--- config.mk ---
export PLATFORM = sky130hd
export DESIGN_NAME = sd_discriminator
export DESIGN_NICKNAME = d
export VERILOG_FILES = /design/src/rtl/sd_pkg.sv /design/src/rtl/sd_tick_counter.sv /design/src/rtl/sd_error_calc.sv /design/src/rtl/sd_discriminator.sv
export SDC_FILE = /design/constraint.sdc
export NUM_CORES = 1
export LEC_CHECK = 0
export BUFFER_PORTS_ARGS = -buffer_cell sky130_fd_sc_hd__buf_2
export CELL_PAD_IN_SITES_DETAIL_PLACEMENT = 1
export CELL_PAD_IN_SITES_GLOBAL_PLACEMENT = 1
export CORE_MARGIN = 4
export CORE_UTILIZATION = 30
export CTS_BUF_LIST = sky130_fd_sc_hd__clkbuf_8
export DETAILED_ROUTE_END_ITERATION = 10
export HOLD_SLACK_MARGIN = 0.15
export MAX_ROUTING_LAYER = met4
export PLACE_DENSITY_LB_ADDON = 0.1
export SYNTH_ARGS = -nofsm -noshare
export SYNTH_HDL_FRONTEND = slang
export SYNTH_SLANG_ARGS = --single-unit
--- constraint.sdc ---
create_clock -name clk -period 6.3 [get_ports clk]
set_clock_uncertainty 0.2 [all_clocks]
set_input_delay 0.945 -clock clk [delete_from_list [all_inputs] [get_ports clk]]
set_output_delay 0.945 -clock clk [all_outputs]
set_load 0.02 [all_outputs]
--- src/rtl/sd_pkg.sv ---
package sd_pkg;
    localparam int SD_CNT_W   = 10;
    localparam int SD_NOMINAL = 512;
    localparam int SD_WINDOW  = 32;
    localparam int SD_MAG_W   = 9;
endpackage

--- src/rtl/sd_tick_counter.sv ---
module sd_tick_counter
    import sd_pkg::*;
#(
    parameter int CNT_W = SD_CNT_W
) (
    input  logic             clk,
    input  logic             rst_n,
    input  logic             ref_tick,
    input  logic             fg_edge,
    output logic [CNT_W-1:0] meas,
    output logic             meas_valid,
    output logic             meas_mature
);
    localparam logic [CNT_W-1:0] CNT_MAX = {CNT_W{1'b1}};

    typedef struct packed {
        logic [CNT_W-1:0] cnt;
        logic             started;
        logic [1:0]       seen;
    } cnt_state_t;

    cnt_state_t st_d, st_q;

    always_comb begin
        st_d = st_q;
        meas = (ref_tick && st_q.cnt != CNT_MAX) ? st_q.cnt + 1'b1 : st_q.cnt;
        meas_valid  = fg_edge && st_q.started;
        meas_mature = (st_q.seen != 2'd0);
        if (fg_edge) begin
            st_d.cnt     = '0;
            st_d.started = 1'b1;
            if (st_q.started && st_q.seen != 2'd2)
                st_d.seen = st_q.seen + 2'd1;
        end else begin
            st_d.cnt = meas;
        end
    end

    always_ff @(posedge clk or negedge rst_n) begin
        if (!rst_n) st_q <= '0;
        else        st_q <= st_d;
    end

    // once at the limit the count stays there until an edge restarts it
    a_r6_sat_hold: assert property (@(posedge clk) disable iff (!rst_n)
        (st_q.cnt == CNT_MAX && !fg_edge) |=> (st_q.cnt == CNT_MAX));

    // an edge always restarts the count from zero
    a_r2_restart: assert property (@(posedge clk) disable iff (!rst_n)
        fg_edge |=> (st_q.cnt == '0));
endmodule

--- src/rtl/sd_error_calc.sv ---
module sd_error_calc
    import sd_pkg::*;
#(
    parameter int CNT_W   = SD_CNT_W,
    parameter int NOMINAL = SD_NOMINAL,
    parameter int WINDOW  = SD_WINDOW,
    parameter int MAG_W   = SD_MAG_W
) (
    input  logic [CNT_W-1:0]        meas,
    output logic                    in_window,
    output logic                    slow,
    output logic                    fast,
    output logic signed [MAG_W-1:0] mag
);
    localparam int DW = CNT_W + 2;
    localparam int MAG_LIM = (1 << (MAG_W - 1)) - 1;
    localparam logic signed [DW-1:0] NOM_S  = DW'(NOMINAL);
    localparam logic signed [DW-1:0] LIM_P  = DW'(MAG_LIM);
    localparam logic signed [DW-1:0] LIM_N  = -LIM_P;
    localparam logic signed [DW-1:0] WIN_P  = DW'(WINDOW);
    localparam logic signed [DW-1:0] WIN_N  = -WIN_P;

    logic signed [DW-1:0] diff;

    always_comb begin
        diff      = $signed({2'b00, meas}) - NOM_S;
        slow      = diff > 0;
        fast      = diff < 0;
        in_window = (diff >= WIN_N) && (diff <= WIN_P);
        if (diff > LIM_P)      mag = LIM_P[MAG_W-1:0];
        else if (diff < LIM_N) mag = LIM_N[MAG_W-1:0];
        else                   mag = diff[MAG_W-1:0];
    end
endmodule

--- src/rtl/sd_discriminator.sv ---
module sd_discriminator
    import sd_pkg::*;
#(
    parameter int CNT_W   = SD_CNT_W,
    parameter int NOMINAL = SD_NOMINAL,
    parameter int WINDOW  = SD_WINDOW,
    parameter int MAG_W   = SD_MAG_W
) (
    input  logic                    clk,
    input  logic                    rst_n,
    input  logic                    ref_tick,
    input  logic                    fg_edge,
    output logic                    err_valid,
    output logic                    err_up,
    output logic                    err_dn,
    output logic signed [MAG_W-1:0] err_mag,
    output logic                    lock_n,
    output logic                    soft_mode
);
    localparam int MAG_LIM = (1 << (MAG_W - 1)) - 1;

    typedef struct packed {
        logic             valid;
        logic             up;
        logic             dn;
        logic [MAG_W-1:0] mag;
        logic             locked;
    } out_state_t;

    out_state_t st_d, st_q;

    logic [CNT_W-1:0]        meas;
    logic                    meas_valid, meas_mature;
    logic                    in_window, slow, fast;
    logic signed [MAG_W-1:0] cmag;

    sd_tick_counter #(.CNT_W(CNT_W)) u_cnt (
        .clk(clk), .rst_n(rst_n), .ref_tick(ref_tick), .fg_edge(fg_edge),
        .meas(meas), .meas_valid(meas_valid), .meas_mature(meas_mature)
    );

    sd_error_calc #(.CNT_W(CNT_W), .NOMINAL(NOMINAL), .WINDOW(WINDOW), .MAG_W(MAG_W)) u_calc (
        .meas(meas), .in_window(in_window), .slow(slow), .fast(fast), .mag(cmag)
    );

    always_comb begin
        st_d       = st_q;
        st_d.valid = meas_valid;
        st_d.up    = meas_valid && slow;
        st_d.dn    = meas_valid && fast;
        if (meas_valid) begin
            st_d.mag    = cmag;
            st_d.locked = in_window && meas_mature;
        end
    end

    always_ff @(posedge clk or negedge rst_n) begin
        if (!rst_n) st_q <= '0;
        else        st_q <= st_d;
    end

    assign err_valid = st_q.valid;
    assign err_up    = st_q.up;
    assign err_dn    = st_q.dn;
    assign err_mag   = $signed(st_q.mag);
    assign lock_n    = !st_q.locked;
    assign soft_mode = st_q.locked;

    // a result only ever follows an edge
    a_r3_valid_after_edge: assert property (@(posedge clk) disable iff (!rst_n)
        err_valid |-> $past(fg_edge));

    // direction flags are exclusive and only present with a result
    a_r4_dir_exclusive: assert property (@(posedge clk) disable iff (!rst_n)
        !(err_up && err_dn));
    a_r4_dir_with_valid: assert property (@(posedge clk) disable iff (!rst_n)
        (err_up || err_dn) |-> err_valid);

    // magnitude stays inside the clamp range
    a_r5_mag_bound: assert property (@(posedge clk) disable iff (!rst_n)
        (int'(err_mag) <= MAG_LIM) && (int'(err_mag) >= -MAG_LIM));

    // lock and magnitude change only together with a result
    a_r7_lock_on_result: assert property (@(posedge clk) disable iff (!rst_n)
        !$stable(lock_n) |-> err_valid);
    a_r5_mag_hold: assert property (@(posedge clk) disable iff (!rst_n)
        !$stable(err_mag) |-> err_valid);
endmodule

==> flow_summary.json, run 1 <==
{
  "hold_viol": 0,
  "die_area_sq_um": 5880,
  "io_pins": 18,
  "worstMarginPinSlew_ns": 0.596,
  "die_w_um": 76.7,
  "wl_um": 3580,
  "hold_class": "flip-flop to flip-flop",
  "arrival_ns": 2.49,
  "period_minus_slack_ns": 2.54,
  "path_class": "input port to flip-flop",
  "vias_per_cell": 5.54,
  "cts.path.max_buffers": 2,
  "fin_util_pct": 35.1,
  "clock_sinks": 26,
  "dr.first_iter.drc_count": 118,
  "yosysUniqueCellTypes": 46,
  "drc_errors": 0,
  "p_per_area_nw_per_um2": 206,
  "synthFlopType": "dfrtp_1",
  "yosys_warnings": 0,
  "cts_setup_buffers": 0,
  "hold_buffers": 0,
  "via_count": 1130,
  "ys_ff_latch": 26,
  "period_share_pct": 40.4,
  "grt_usage_pct": 13.5,
  "routabilityCongestion": 0.820,
  "max_slew_margin_pct": 60.3,
  "worstPathMaxFanout": 10,
  "synth.avg_cell_area_sq_um": 10.2,
  "num_rows": 24,
  "synth_fp_nets": 146,
  "power.static_leakage_nw": 0.769,
  "grt_max_degree": 27,
  "dr.pass1.iters": 4,
  "async_reset_ff_share_pct": 100,
  "clock_latency_ns": 0.27,
  "run_status": "finished clean",
  "die_h_um": 76.7,
  "antenna_left": 0,
  "h-tree-depth": 1,
  "drive_above_1_share_pct": 19.1,
  "antenna_found_initial": 0,
  "maxCapViolCount": 0,
  "grt_pass1_wl_um": 6280,
  "slew_viol_final": 0,
  "cts_tree": "built",
  "endpoint_kind": "flip-flop",
  "ys_seq_area_share_pct": 46.0,
  "grt_pass1_vias": 1231,
  "initial_utilization_pct": 31.8,
  "netlist_area_sq_um": 1410,
  "core_area_sq_um": 4440,
  "hold_slack_ns": 0.272,
  "start_kind": "input port",
  "fmax_mhz": 393,
  "syn_inst": 139,
  "finalSetupViolCount": 0,
  "path_clk_slew_ns": 0.10,
  "post-place-ws_ns": 3.47,
  "ctsResizeCount": 0,
  "clk_root_buffer_cell": "clkbuf_8",
  "numCtsBuffers": 3,
  "required_ns": 6.25,
  "ir_drop_v": 0.0000989,
  "syn_to_final_growth_pct": 10.2,
  "detail_route.wl_per_cell_um": 17.5,
  "antenna_cells": 0,
  "rsz0062_at_grt": "no",
  "hpwl_um": 2560,
  "fin_tns_setup_ns": 0,
  "setup_ws_ns": 3.76,
  "overflow": 0,
  "io_buffers": 17,
  "synth_edf_count": 0,
  "nets": 161
}
[power by group]
part / total, mW / switching [mW] / internal [mW]
clock: 0.0970 / 0.0541 / 0.0430
sequential: 0.180 / 0.00488 / 0.175
combinational: 0.0443 / 0.0283 / 0.0160
[final timing paths]
path | endpoint | cells past startpoint | start | slack, ns
min in group asynchronous | u_cnt.st_q[3] | 1 | rst_n | 0.46
max in group asynchronous | u_cnt.st_q[1] | 1 | rst_n | 5.04
worst min register to register | u_cnt.st_q[2] | 1 | u_cnt.st_q[2] | 0.27
worst max-delay path | err_mag[0] | 6 | ref_tick | 3.76
worst max register to register | err_mag[0] | 6 | u_cnt.st_q[3] | 3.79
worst min-delay path | u_cnt.st_q[2] | 1 | u_cnt.st_q[2] | 0.27
[sequential cells by signal (all words and copies together), names as in the netlist]
name        flops
u_cnt.st_q     13
err_dn          1
err_valid       1
err_mag         9
err_up          1
soft_mode       1
[critical path, cell delays in order]
cell      delay [ns]
buf_2           0.17
and4_1          0.39
a21oi_1         0.14
or3_4           0.43
a211oi_1        0.29
o22ai_1         0.12
[area by class of cell]
| type | instances | area, sq um |
|---|---|---|
| fill | 523 | 2890 |
| multi-input combinational | 101 | 697 |
| sequential | 26 | 651 |
| timing repair buffer | 17 | 85.1 |
| tap | 52 | 65.1 |
| clock buffer | 3 | 41.3 |
| inverter | 5 | 18.8 |
[cells in the mapped netlist (3+ instances only)]
cell	count	area share [%]
a21oi_1	3	1.1
a22o_1	7	4.3
a31oi_1	3	1.3
and3_1	5	2.2
and4_1	4	2.5
dfrtp_1	26	46
ha_1	3	2.7
inv_1	5	1.3
mux2i_1	3	2.1
nand2_1	11	2.9
nand3_1	4	1.4
nand4_1	4	1.8
nor2_1	13	3.5
nor2b_1	3	1.3
o21ai_0	5	1.8
or2_2	3	1.3
[cells by family (layout without fill, tap and decap cells)]
| logic type | count (synthesis) | in the layout | share of synthesized area (%) |
|---|---|---|---|
| xor+xnor | 3 | 3 | 1.86 |
| flops | 26 | 26 | 46.0 |
| simple gates | 58 | 58 | 24.5 |
| compound gates | 34 | 34 | 18.1 |
| mux | 3 | 3 | 2.12 |
| fa+ha+maj | 3 | 3 | 2.66 |
| buf+inv | 12 | 25 | 4.69 |
[cells in the final DEF, fill, tap and decap left out, types with 2 or more instances in the layout]
master / instances
dfrtp_1: 26
buf_2: 17
nor2_1: 13
nand2_1: 11
a22o_1: 7
inv_1: 5
o21ai_0: 5
and3_1: 5
and4_1: 4
nand3_1: 4
nand4_1: 4
a21oi_1: 3
or2_2: 3
mux2i_1: 3
a31oi_1: 3
nor2b_1: 3
ha_1: 3
clkbuf_8: 3
o211ai_1: 2
xnor2_1: 2
o21a_1: 2
o22ai_1: 2
[per-stage QoR]
stage	cell area, sq um	cells	total power, mW
detailed placement	1520	201	0.230
global route	1560	204	0.342
floorplan	1410	139	0.214
global placement	1520	201	0.227
CTS	1560	204	0.328
finish	1560	204	0.322
[per-layer routing]
metal | vias up | GRT usage (%) | part of all wire [%]
met1 | 578 | 18.0 | 51
met3 | 2 | 2.11 | 2.3
met4 | 0 | 3.80 | 0.67
li1 | 540 | - | -
met5 | - | - | 0
met2 | 10 | 21.4 | 46
(Power assumes the default switching activity.)
==> run 2: changes to the inputs <==
- ABC_AREA: unset -> 1
- clock period: 6.3 -> 2.4 ns (I/O delays scaled with it)
==> flow_summary.json, run 2 <==
{
  "final_cell_mix": "65 x nand2_1, 26 x dfrtp_1, 23 x inv_1",
  "core_area_sq_um": 4850,
  "yosys_warnings": 0,
  "vias_per_cell": 4.37,
  "clock_latency_ns": 0.27,
  "maxCapViolCount": 0,
  "async_reset_ff_share_pct": 100,
  "grt_usage_pct": 13.0,
  "grt_pass1_vias": 1360,
  "h-tree-depth": 1,
  "die_area_sq_um": 6310,
  "die_h_um": 79.5,
  "numCtsBuffers": 3,
  "hpwl_um": 2870,
  "fin_area_sq_um": 1820,
  "seqPwrFrac_pct": 46.0,
  "p_per_area_nw_per_um2": 593,
  "die_w_um": 79.5,
  "regMostFlops": "u_cnt.st_q",
  "synthFlopType": "dfrtp_1",
  "power.internal_mw": 0.777,
  "via_count": 1249,
  "path_class": "flip-flop to flip-flop",
  "cts.path.max_buffers": 2,
  "start_kind": "flip-flop",
  "clk_root_buffer_cell": "clkbuf_8",
  "rsz0062_at_grt": "no",
  "path_clk_slew_ns": 0.09,
  "drc_errors": 0,
  "ys_top_cells_by_count": "65 x nand2_1, 26 x dfrtp_1, 23 x inv_1, 19 x nor2_1, 10 x nand2_2",
  "required_ns": 2.42,
  "nets": 227,
  "netlist_area_sq_um": 1530,
  "yosysTopAreaCell": "dfrtp_1",
  "period_share_pct": 90.8,
  "p_comb_share_pct": 20.4,
  "fin_tns_setup_ns": 0,
  "crit_top_cell": "nand2_1",
  "io_pins": 18,
  "routabilityCongestion": 0.843,
  "critPathMaxStageDelay_ns": 0.44,
  "hold_class": "input port to flip-flop",
  "largest_reg_flops": 13,
  "clock_sinks": 26,
  "dr.first_iter.drc_count": 36,
  "endpoint_kind": "flip-flop",
  "dr.pass1.iters": 4,
  "overflow": 0,
  "max_slew_margin_pct": 62.0,
  "power.static_leakage_nw": 0.965,
  "wl_um": 3590,
  "finalPower_mw": 1.08,
  "antenna_left": 0,
  "worstPathMaxFanout": 8,
  "fmax_mhz": 459,
  "hold_slack_ns": 0.204,
  "initial_utilization_pct": 31.6,
  "worstMarginPinSlew_ns": 0.570,
  "period_minus_slack_ns": 2.18,
  "run_status": "finished clean",
  "yosysUniqueCellTypes": 27,
  "io_buffers": 17,
  "arrival_ns": 2.20,
  "grt_pass1_wl_um": 6440,
  "synth_edf_count": 0,
  "crit_path_cell_trace": "ha_4, clkinv_1, nor2_4, nand4_1, xor2_2, inv_1, nor2_1, nand2_2, nand2_4, nand2_1, nand2_1",
  "cpMaxStageDelayCell": "dfrtp_1",
  "antenna_found_initial": 0,
  "post_dp_cell_area_sq_um": 1680,
  "hold_viol": 0,
  "ys_seq_area_share_pct": 42.5,
  "ys_ff_latch": 26,
  "cts_tree": "built",
  "syn_to_final_growth_pct": 18.6,
  "synth_area_leaders": "dfrtp_1 42%, nand2_1 16%, inv_1 5.6%, nor2_1 4.7%, nand2_2 4.1%",
  "yosysMostFrequentCell": "nand2_1",
  "syn_inst": 196,
  "clkPwrFrac_pct": 33.6,
  "grt_max_degree": 27,
  "synth.avg_cell_area_sq_um": 7.81,
  "slew_viol_final": 0,
  "finalSetupViolCount": 0,
  "synth_fp_nets": 203,
  "p_switching_mw": 0.300,
  "antenna_cells": 0,
  "detail_route.wl_per_cell_um": 12.6,
  "num_rows": 25,
  "synth_top_area_share_pct": 42.5,
  "ir_drop_v": 0.000304,
  "drive_above_1_share_pct": 26.9,
  "netSwitchingFraction_pct": 27.9,
  "layout_commonest_cell": "nand2_1"
}
-- run 2: cell count changes after synthesis, moves of 5 or more --
cell / previous run / this run
a22o_1: 7 / 0
and3_1: 5 / 0
inv_1: 5 / 23
nand2_1: 11 / 65
nand2_2: 1 / 10
nand2_4: 0 / 5
nor2_1: 13 / 19
o21ai_0: 5 / 0
-- run 2: metal layers --
layer | track usage (%) | share of wire [%]
met1 | 16.7 | 46
met2 | 22.4 | 51
met3 | 1.35 | 1.6
met4 | 2.75 | 0.97
met5 | - | 0
-- run 2: area by class of cell --
type	instances	area (sq um)
fill	595	3030
multi-input combinational	139	774
sequential	26	651
timing repair buffer	23	133
inverter	27	104
tap	67	83.8
clock buffer	3	41.3
clock inverter	1	30.0
-- run 2: worst paths after layout --
path | slack, ns | cells past startpoint | endpoint | startpoint
min reg2reg | 0.28 | 2 | err_mag[2] | err_mag[2]
min in group asynchronous | 0.41 | 2 | err_mag[2] | rst_n
max | 0.22 | 11 | err_mag[1] | u_cnt.st_q[4]
min | 0.20 | 2 | u_cnt.st_q[5] | fg_edge
max reg2reg | 0.22 | 11 | err_mag[1] | u_cnt.st_q[4]
max in group asynchronous | 1.21 | 2 | err_mag[5] | rst_n
-- run 2: power groups by stage --
stage          clock network, mW  logic, mW  registers [mW]
2_1_floorplan                  0      0.139           0.517
3_3_place_gp                   0      0.208           0.501
4_1_cts                    0.380      0.219           0.495
5_1_grt                    0.394      0.251           0.500
6_report                   0.362      0.220           0.495
3_5_place_dp                   0      0.216           0.503
-- run 2: worst max-delay path, delay by kind of cell, from the launching register on --
kind / cells / cell delay, ns
XOR/XNOR: 1 / 0.30
adder cells (fa/ha/maj): 1 / 0.18
buffers and inverters: 2 / 0.19
flip-flops: 1 / 0.44
AND/OR/NAND/NOR: 7 / 0.81
-- run 2: repair_timing --
| item | 4_1_cts | 5_1_grt |
|---|---|---|
| endpoints found under the setup margin | 8 | 10 |
| setup buffers | 0 | 4 |
| hold buffers | 1 | 0 |
| cloned | 0 | 0 |
| hold endpoints to repair | 26 | 0 |
| pin swaps | 0 | 2 |
| gates resized for setup | 1 | 3 |
-- run 2: logic make-up (layout without fill, tap and decap cells) --
group	count (synthesis)	in the layout	share of synthesized area [%]
AND/OR/NAND/NOR	126	126	41.5
buffers and inverters	31	54	8.82
flip-flops	26	26	42.5
AO/OA/AOI/OAI	6	6	2.45
XOR/XNOR	4	4	2.29
adder cells (fa/ha/maj)	3	3	2.45
-- run 2: metrics by stage --
step                      cells  worst slack, ns  util [%]
final                       286            0.221      37.5
after global routing        286           0.0188      37.5
after CTS                   282           0.0532      36.4
after global placement      277           0.0136      34.6
after floorplan             196            0.321         -
after detailed placement    277          -0.0117      34.6
==> run 3: changes to the inputs <==
- PLACE_DENSITY: unset -> 0.59
- PLACE_DENSITY_LB_ADDON: 0.1 -> unset
- RECOVER_POWER: unset -> 100
- clock period: 2.4 -> 2.3 ns (I/O delays scaled with it)
==> flow_summary.json, run 3 (same netlist as run 2, synthesis figures left out) <==
{
  "syn_to_final_growth_pct": 18.7,
  "h-tree-depth": 1,
  "antenna_left": 0,
  "hold_viol": 0,
  "detail_route.wl_per_cell_um": 12.9,
  "seqPwrFrac_pct": 45.7,
  "finalSetupViolCount": 0,
  "grt_max_degree": 27,
  "layout_commonest_cell": "nand2_1",
  "p_comb_share_pct": 20.2,
  "io_buffers": 17,
  "via_count": 1265,
  "post_dp_cell_area_sq_um": 1680,
  "worstPathMaxFanout": 8,
  "dr.first_iter.drc_count": 30,
  "path_clk_slew_ns": 0.10,
  "grt_pass1_vias": 1370,
  "numCtsBuffers": 3,
  "cts.path.max_buffers": 2,
  "period_minus_slack_ns": 2.16,
  "fin_tns_setup_ns": 0,
  "hold_class": "flip-flop to flip-flop",
  "run_status": "finished clean",
  "core_area_sq_um": 4850,
  "largest_reg_flops": 13,
  "cpMaxStageDelayCell": "dfrtp_1",
  "p_per_area_nw_per_um2": 620,
  "num_rows": 25,
  "nets": 231,
  "netSwitchingFraction_pct": 28.4,
  "ir_drop_v": 0.000300,
  "antenna_cells": 0,
  "hold_slack_ns": 0.280,
  "clock_sinks": 26,
  "fillerInstances": 621,
  "die_area_sq_um": 6310,
  "path_class": "flip-flop to flip-flop",
  "place_inst": 278,
  "regMostFlops": "u_cnt.st_q",
  "cts_tree": "built",
  "arrival_ns": 2.13,
  "endpoint_kind": "flip-flop",
  "initial_utilization_pct": 31.6,
  "final_cell_mix": "65 x nand2_1, 26 x dfrtp_1, 23 x inv_1",
  "crit_path_cell_trace": "ha_2, clkinv_1, nor2_4, nand3_4, nand2_8, buf_4, nand2_1, nand2_1, inv_2, nand2_2, nand2_1, nand2_1, nand2_1",
  "clock_latency_ns": 0.27,
  "slew_viol_final": 0,
  "period_share_pct": 94.0,
  "fmax_mhz": 462,
  "fin_area_sq_um": 1820,
  "maxCapViolCount": 0,
  "critPathMaxStageDelay_ns": 0.42,
  "clkPwrFrac_pct": 34.1,
  "drc_errors": 0,
  "antenna_found_initial": 0,
  "required_ns": 2.27,
  "routabilityCongestion": 0.738,
  "hpwl_um": 2900,
  "start_kind": "flip-flop",
  "wl_um": 3750,
  "grt_pass1_wl_um": 6730,
  "p_switching_mw": 0.321,
  "power.internal_mw": 0.807,
  "clk_root_buffer_cell": "clkbuf_8",
  "setup_ws_ns": 0.137,
  "die_h_um": 79.5,
  "power.static_leakage_nw": 0.931,
  "crit_top_cell": "nand2_1",
  "vias_per_cell": 4.36,
  "post-place-ws_ns": 0.0793,
  "overflow": 0,
  "max_slew_margin_pct": 54.5,
  "fin_cells": 290,
  "die_w_um": 79.5,
  "grt_usage_pct": 13.8,
  "dr.pass1.iters": 2,
  "worstMarginPinSlew_ns": 0.683,
  "drive_above_1_share_pct": 21.5,
  "io_pins": 18
}
-- run 3: cell types whose count changed in the layout (fill, tap and decap cells not counted), sizes merged --
| cell | previous run | this run |
|---|---|---|
| buf | 22 | 10 |
| clkbuf | 3 | 19 |
-- run 3: per-layer routing --
metal / track usage, % / wire length, um / vias to the layer above
met1: 19.2 / 1920 / 602
met5: - / 0 / -
li1: - / - / 646
met4: 3.09 / 33 / 0
met2: 21.6 / 1720 / 13
met3: 1.69 / 66 / 4
-- run 3: cell type report --
cell class                 instances  area, sq um  area share (%)
inverter                          27          104            5.71
timing repair buffer              27          144            7.91
tap                               67         83.8            4.61
clock inverter                     1         30.0            1.65
clock buffer                       3         41.3            2.27
sequential                        26          651            35.8
multi-input combinational        139          764            42.1
-- run 3: worst paths after layout --
check | depth (start not counted) | start | endpoint | slack [ns]
max in group asynchronous | 2 | rst_n | u_cnt.st_q[4] | 1.03
worst max-delay path | 13 | u_cnt.st_q[4] | err_mag[7] | 0.14
worst min-delay path | 1 | u_cnt.st_q[2] | u_cnt.st_q[2] | 0.28
worst max register to register | 13 | u_cnt.st_q[4] | err_mag[7] | 0.14
worst min register to register | 1 | u_cnt.st_q[2] | u_cnt.st_q[2] | 0.28
min in group asynchronous | 2 | rst_n | u_cnt.st_q[12] | 0.43
-- run 3: metrics by stage --
stage	power [mW]	utilization (%)
floorplan	0.684	-
global placement	0.746	34.7
detailed placement	0.755	34.7
CTS	1.14	36.4
global route	1.20	37.5
finish	1.13	37.5
-- run 3: what timing repair did --
item	in CTS	in global routing
endpoints found under the setup margin	0	10
hold endpoints to repair	26	0
setup buffers	0	7
gates resized for setup	0	5
hold buffers	1	0
-- run 3: worst max-delay path: cells and delay by family (launching register included) --
kind	cells	cell delay (ns)
fa+ha+maj	1	0.20
buf+inv	3	0.32
flops	1	0.42
simple gates	9	0.91
-- run 3: power by group through the flow --
stage          registers (mW)  clock network [mW]  logic, mW
2_1_floorplan           0.539                   0      0.145
3_3_place_gp            0.524                   0      0.222
3_5_place_dp            0.525                   0      0.230
4_1_cts                 0.516               0.396      0.232
5_1_grt                 0.522               0.411      0.269
6_report                0.515               0.385      0.227
